$ cat config.mk
export PLATFORM = sky130hd
export DESIGN_NAME = fault_deglitch
export DESIGN_NICKNAME = d
export VERILOG_FILES = /design/src/rtl/dgl_pkg.sv /design/src/rtl/dgl_sync.sv /design/src/rtl/dgl_qual.sv /design/src/rtl/fault_deglitch.sv
export SDC_FILE = /design/constraint.sdc
export NUM_CORES = 1
export LEC_CHECK = 0
export ABC_AREA = 1
export BUFFER_PORTS_ARGS = -buffer_cell sky130_fd_sc_hd__buf_4
export CAP_MARGIN = 5
export CORE_UTILIZATION = 50
export DETAILED_ROUTE_END_ITERATION = 10
export GPL_TIMING_DRIVEN = 0
export PLACE_DENSITY = 0.82
export SYNTH_ARGS = -nofsm -noshare
export SYNTH_HDL_FRONTEND = slang
export SYNTH_SLANG_ARGS = --single-unit
$ cat constraint.sdc
create_clock -name clk -period 1.4 [get_ports clk]
set_clock_uncertainty 0.2 [all_clocks]
set_input_delay 0.07 -clock clk [delete_from_list [all_inputs] [get_ports clk]]
set_output_delay 0.07 -clock clk [all_outputs]
set_load 0.05 [all_outputs]
$ cat src/rtl/dgl_pkg.sv
package dgl_pkg;
    // Default field width of the programmed tick count
    localparam int unsigned DGL_WIDTH_BITS = 7;
    // Synchronizer depth; also the fixed tick offset of the minimum pulse
    localparam int unsigned DGL_SYNC_STAGES = 2;
    // Value captured as the threshold source while in reset
    localparam int unsigned DGL_RST_WIDTH = 1;

    // Number of consecutive disagreeing samples required before a level flips
    function automatic int unsigned dgl_samples(input int unsigned width);
        return width + 2;
    endfunction
endpackage

$ cat src/rtl/dgl_sync.sv
module dgl_sync #(
    parameter int unsigned STAGES = dgl_pkg::DGL_SYNC_STAGES
) (
    input  logic clk,
    input  logic rst_n,
    input  logic async_i,
    output logic sync_o
);
    typedef struct packed {
        logic [STAGES-1:0] chain;
    } sync_state_t;

    sync_state_t st_d, st_q;

    always_comb begin
        st_d = st_q;
        st_d.chain[0] = async_i;
        for (int i = 1; i < int'(STAGES); i++) begin
            st_d.chain[i] = st_q.chain[i-1];
        end
    end

    always_ff @(posedge clk or negedge rst_n) begin
        if (!rst_n) begin
            st_q <= '0;
        end else begin
            st_q <= st_d;
        end
    end

    assign sync_o = st_q.chain[STAGES-1];
endmodule

$ cat src/rtl/dgl_qual.sv
module dgl_qual #(
    parameter int unsigned WIDTH_BITS = dgl_pkg::DGL_WIDTH_BITS,
    parameter int unsigned RST_WIDTH  = dgl_pkg::DGL_RST_WIDTH
) (
    input  logic                  clk,
    input  logic                  rst_n,
    input  logic                  act_i,
    input  logic                  lvl_i,
    input  logic [WIDTH_BITS-1:0] width_i,
    output logic                  out_o
);
    // One extra bit: the limit is width + 1
    localparam int unsigned CNT_BITS = WIDTH_BITS + 1;
    localparam logic [CNT_BITS-1:0] THR_RST = CNT_BITS'(RST_WIDTH + 1);

    typedef struct packed {
        logic [CNT_BITS-1:0] cnt;
        logic [CNT_BITS-1:0] thr;
        logic                out;
    } qual_state_t;

    qual_state_t st_d, st_q;

    always_comb begin
        st_d = st_q;
        if (!act_i) begin
            // Track the synchronized level so re-enabling starts clean
            st_d.cnt = '0;
            st_d.out = lvl_i;
            st_d.thr = {1'b0, width_i} + CNT_BITS'(1);
        end else if (lvl_i == st_q.out) begin
            // Agreement: restart counting and capture the threshold
            st_d.cnt = '0;
            st_d.thr = {1'b0, width_i} + CNT_BITS'(1);
        end else if (st_q.cnt == st_q.thr) begin
            st_d.cnt = '0;
            st_d.out = lvl_i;
        end else begin
            st_d.cnt = st_q.cnt + CNT_BITS'(1);
        end
    end

    always_ff @(posedge clk or negedge rst_n) begin
        if (!rst_n) begin
            st_q.cnt <= '0;
            st_q.thr <= THR_RST;
            st_q.out <= 1'b0;
        end else begin
            st_q <= st_d;
        end
    end

    assign out_o = st_q.out;

    assert_cnt_bound_R4: assert property (@(posedge clk) disable iff (!rst_n)
        st_q.cnt <= st_q.thr);

    assert_flip_at_limit_R5: assert property (@(posedge clk) disable iff (!rst_n)
        (act_i && $past(act_i) && st_q.out != $past(st_q.out))
            |-> ($past(st_q.cnt) == $past(st_q.thr)));

    assert_thr_hold_R8: assert property (@(posedge clk) disable iff (!rst_n)
        (act_i && lvl_i != st_q.out) |=> (st_q.thr == $past(st_q.thr)));

    assert_idle_clear_R3: assert property (@(posedge clk) disable iff (!rst_n)
        (!act_i) |=> (st_q.cnt == '0));
endmodule

$ cat src/rtl/fault_deglitch.sv
module fault_deglitch #(
    parameter int unsigned WIDTH_BITS  = dgl_pkg::DGL_WIDTH_BITS,
    parameter int unsigned SYNC_STAGES = dgl_pkg::DGL_SYNC_STAGES,
    parameter int unsigned RST_WIDTH   = dgl_pkg::DGL_RST_WIDTH
) (
    input  logic                  clk,
    input  logic                  rst_n,
    input  logic                  fault_raw_i,
    input  logic [WIDTH_BITS-1:0] width_i,
    input  logic                  bypass_i,
    input  logic                  elim_en_i,
    output logic                  fault_o
);
    logic lvl_sync;
    logic filt_out;
    logic active;

    assign active = elim_en_i & ~bypass_i;

    dgl_sync #(.STAGES(SYNC_STAGES)) u_sync (
        .clk     (clk),
        .rst_n   (rst_n),
        .async_i (fault_raw_i),
        .sync_o  (lvl_sync)
    );

    dgl_qual #(.WIDTH_BITS(WIDTH_BITS), .RST_WIDTH(RST_WIDTH)) u_qual (
        .clk     (clk),
        .rst_n   (rst_n),
        .act_i   (active),
        .lvl_i   (lvl_sync),
        .width_i (width_i),
        .out_o   (filt_out)
    );

    assign fault_o = active ? filt_out : lvl_sync;

    assert_reset_low_R1: assert property (@(posedge clk)
        $rose(rst_n) |-> !fault_o);

    assert_bypass_delay_R2: assert property (@(posedge clk) disable iff (!rst_n)
        (!active && $past(!active) && $past(rst_n, 2))
            |-> (fault_o == $past(fault_raw_i, 2)));
endmodule

==> flow_summary_export.csv <==
group,metric,value,unit
outcome,status,"finished, violations left",
outcome,violations,"hold timing, setup timing",
final_layout,num_antenna_cells,0,
yosys,synth-seq-cells,19,
final_layout,fin_util,0.758,
drt,drc,0,
worst_setup_path,timing.rr.start,"u_qual.st_q[13]",
die,die_h,48.4,µm
final_layout,syn2layout_area_growth,40.7,%
timing,hold_ws,-0.193,ns
power_and_ir_drop,max-vdd-ir-drop,577,µV
drt,drt-wirelength-per-cell,12.6,µm
yosys,synth_nets,146,
min_path,hp-class,"in2reg",
grt,grt_pass1_vias,938,
drt,drtAntennaViolNets,0,
yosys,async_reset_ff_frac,1.00,
place,io_buffer_count,12,
timing,hold_violations,2,
die,rows,16,
yosys,yosysTopAreaCell,"dfrtp_1",
yosys,seq_area_frac_synth,0.442,
die,coreArea,2000,µm²
yosys,synth_top_area_frac,0.418,
grt,grt_max_degree,20,
clock_tree,clock_latency,0.30,ns
power_and_ir_drop,power_density,759,nW/µm²
worst_setup_path,cp_max_fo,5,
worst_setup_path,slowest_delay,0.43,ns
timing,fin_ws,-0.0265,ns
worst_setup_path,cp.required,1.40,ns
die,dieArea,2350,µm²
clock_tree,numCtsBuffers,3,
timing,finalSetupViolCount,6,
grt,grt_usage,0.214,
timing,fin_crit,1.43,ns
worst_setup_path,path_cells,"buf_6 > nand2_1 > nand2_1 > nand2_2 > nor2_4 > nand2_4 > nand2_4 > nor2_1",
timing,tightest_slew,0.241,ns
clock_tree,cts_buffer_depth,2,
die,top_level_ports,13,
clock_tree,htree_num_levels,1,
min_path,holdPathStages,3,
die,start_util,0.539,
final_layout,nNetsFinal,182,
worst_setup_path,slowest_stage,"dfrtp_1",
worst_setup_path,critPathKind,"reg2reg",
yosys,synth_area_leaders,"dfrtp_1 42%, nand2_1 14%, inv_1 5.9%",
yosys,synth_common_cells,"41 x nand2_1, 18 x dfrtp_1, 17 x inv_1",
timing,fmax,0.701,GHz
drt,wirelength,2440,µm
drt,drt_iter0_drc,14,
grt,grt_pass1_wl,3750,µm
clock_tree,clkSlewWorstSetupHoldPaths,0.11,ns
place,dp_slack,-0.0768,ns
worst_setup_path,end_kind,"register",
worst_setup_path,cp_num_buf_inv,1,
yosys,synth_edf_count,0,
die,dieWidth,48.4,µm
drt,vias,958,
final_layout,drive_gt1_frac,0.395,
timing,maxSlewHeadroom,0.839,
clock_tree,cts.sinks,19,
yosys,yosys_warnings,0,
drt,drtPass1Iterations,3,
worst_setup_path,cp-start-kind,"register",
power_and_ir_drop,p_leak,0.723,nW
timing,slew_viol_final,0,
final_layout,stdcell_count,194,
worst_setup_path,rrSetupSlack,-0.03,ns
yosys,syn_avg_cell_area,8.17,µm²
worst_setup_path,critical_path_arrival,1.43,ns
grt,gr-total-overflow,0,
yosys,synth_top_flop_cell,"dfrtp_1",
timing,period_share,1.02,
grt,antenna_found_initial,0,
job,max_cap_violations,0,
place,dpl.hpwl,1440,µm
clock_tree,cts-root-buf,"clkbuf_4",
drt,via_per_inst,4.94,
place,numPlacedInstances,171,
timing,rsz0062_at_grt,"true",
yosys,synth_most_common_cell,"nand2_1",
yosys,syn-instance-count,132,
min_path,min_to,"u_qual.out_o",
yosys,synth_area,1080,µm²
worst_setup_path,crit_cells,8,
yosys,synth.distinct_cells,23,
place,routabilityCongestion,0.757,
worst_setup_path,cp_top_family,"simple AND/OR/NAND/NOR gates",
clock_tree,cts_tree,"done",
timing,fin_tns_setup,-0.108,ns
min_path,worst_hold_startpoint,"bypass_i",
worst_setup_path,reg2reg_to,"u_qual.st_q[9]",
worst_setup_path,ff2ff_path_depth,8,
cells by family (layout without fill, tap and decap cells):
family          after synthesis  count (layout)  synth area share
compound gates               10              10            0.0510
flops                        19              19             0.442
fa+ha+maj                     2               2            0.0232
buf+inv                      20              55            0.0870
simple gates                 73              73             0.332
xor+xnor                      8               8            0.0650
state kept, by name, summed over array words and instances, names as in the netlist:
signal / cells
u_sync.st_q: 2
u_qual.out_o: 1
u_qual.st_q: 16
layout by cell type, fill, tap and decap left out, drive strengths merged:
cell	instances
nand2	44
buf	21
a21oi	1
inv	19
dfrtp	18
nor2	18
ha	2
o31ai	1
clkbuf	5
xnor2	5
dlygate4sd3	10
nand3	9
o22ai	2
nand3b	2
o21ai	6
dfstp	1
xor2	3
worst max-delay path by stage:
stage                           end            start
global route         u_qual.st_q[9]  u_qual.st_q[15]
global placement     u_qual.st_q[9]   u_qual.st_q[2]
detailed placement  u_qual.st_q[15]   u_qual.st_q[2]
CTS                 u_qual.st_q[15]   u_qual.st_q[9]
floorplan            u_qual.st_q[9]   u_qual.st_q[2]
finish               u_qual.st_q[9]  u_qual.st_q[13]
metal layers:
layer  global-route usage  share of wire  up-vias
li1                     -              -      476
met1                0.233           0.43      455
met2                0.385           0.52       18
met3               0.0346          0.016        9
met4                0.137          0.035        0
met5                    0              0        -
stage by stage:
| stage | power (mW) | area, µm² | hold slack, ns |
|---|---|---|---|
| 4_1_cts | 1.11 | 1390 | -0.264 |
| 5_1_grt | 1.21 | 1520 | -0.192 |
| 3_3_place_gp | 0.787 | 1200 | -0.248 |
| 6_report | 1.15 | 1520 | -0.193 |
| 2_1_floorplan | 0.731 | 1080 | -0.426 |
| 3_5_place_dp | 0.797 | 1200 | -0.248 |
worst reg2reg max path, stage by stage (launching register included):
cell     delay [ns]
dfrtp_1        0.43
buf_6          0.13
nand2_1        0.06
nand2_1        0.08
nand2_2        0.07
nor2_4         0.12
nand2_4        0.09
nand2_4        0.11
nor2_1         0.05
repair_timing:
action	in CTS	in global routing
buffers inserted	6	2
setup endpoints to repair	9	16
hold buffers	9	1
gates resized for setup	10	24
hold endpoints to repair	29	3
pin swaps	6	10
cloned	0	1
final cells by class:
| type | instances | area (µm²) |
|---|---|---|
| clock buffers | 4 | 26.3 |
| flip-flops and latches | 19 | 482 |
| repair buffers | 31 | 283 |
| well taps | 27 | 33.8 |
| plain buffers | 1 | 20.0 |
| inverters | 19 | 76.3 |
| fillers | 127 | 484 |
| multi-input cells | 93 | 597 |
report_power, final:
group          switching [mW]  internal, mW  leakage, nW
logic                   0.134         0.123        0.473
clock network           0.175         0.111       0.0150
registers              0.0274         0.582        0.235
total                   0.336         0.816        0.723
(Power assumes the default switching activity.)
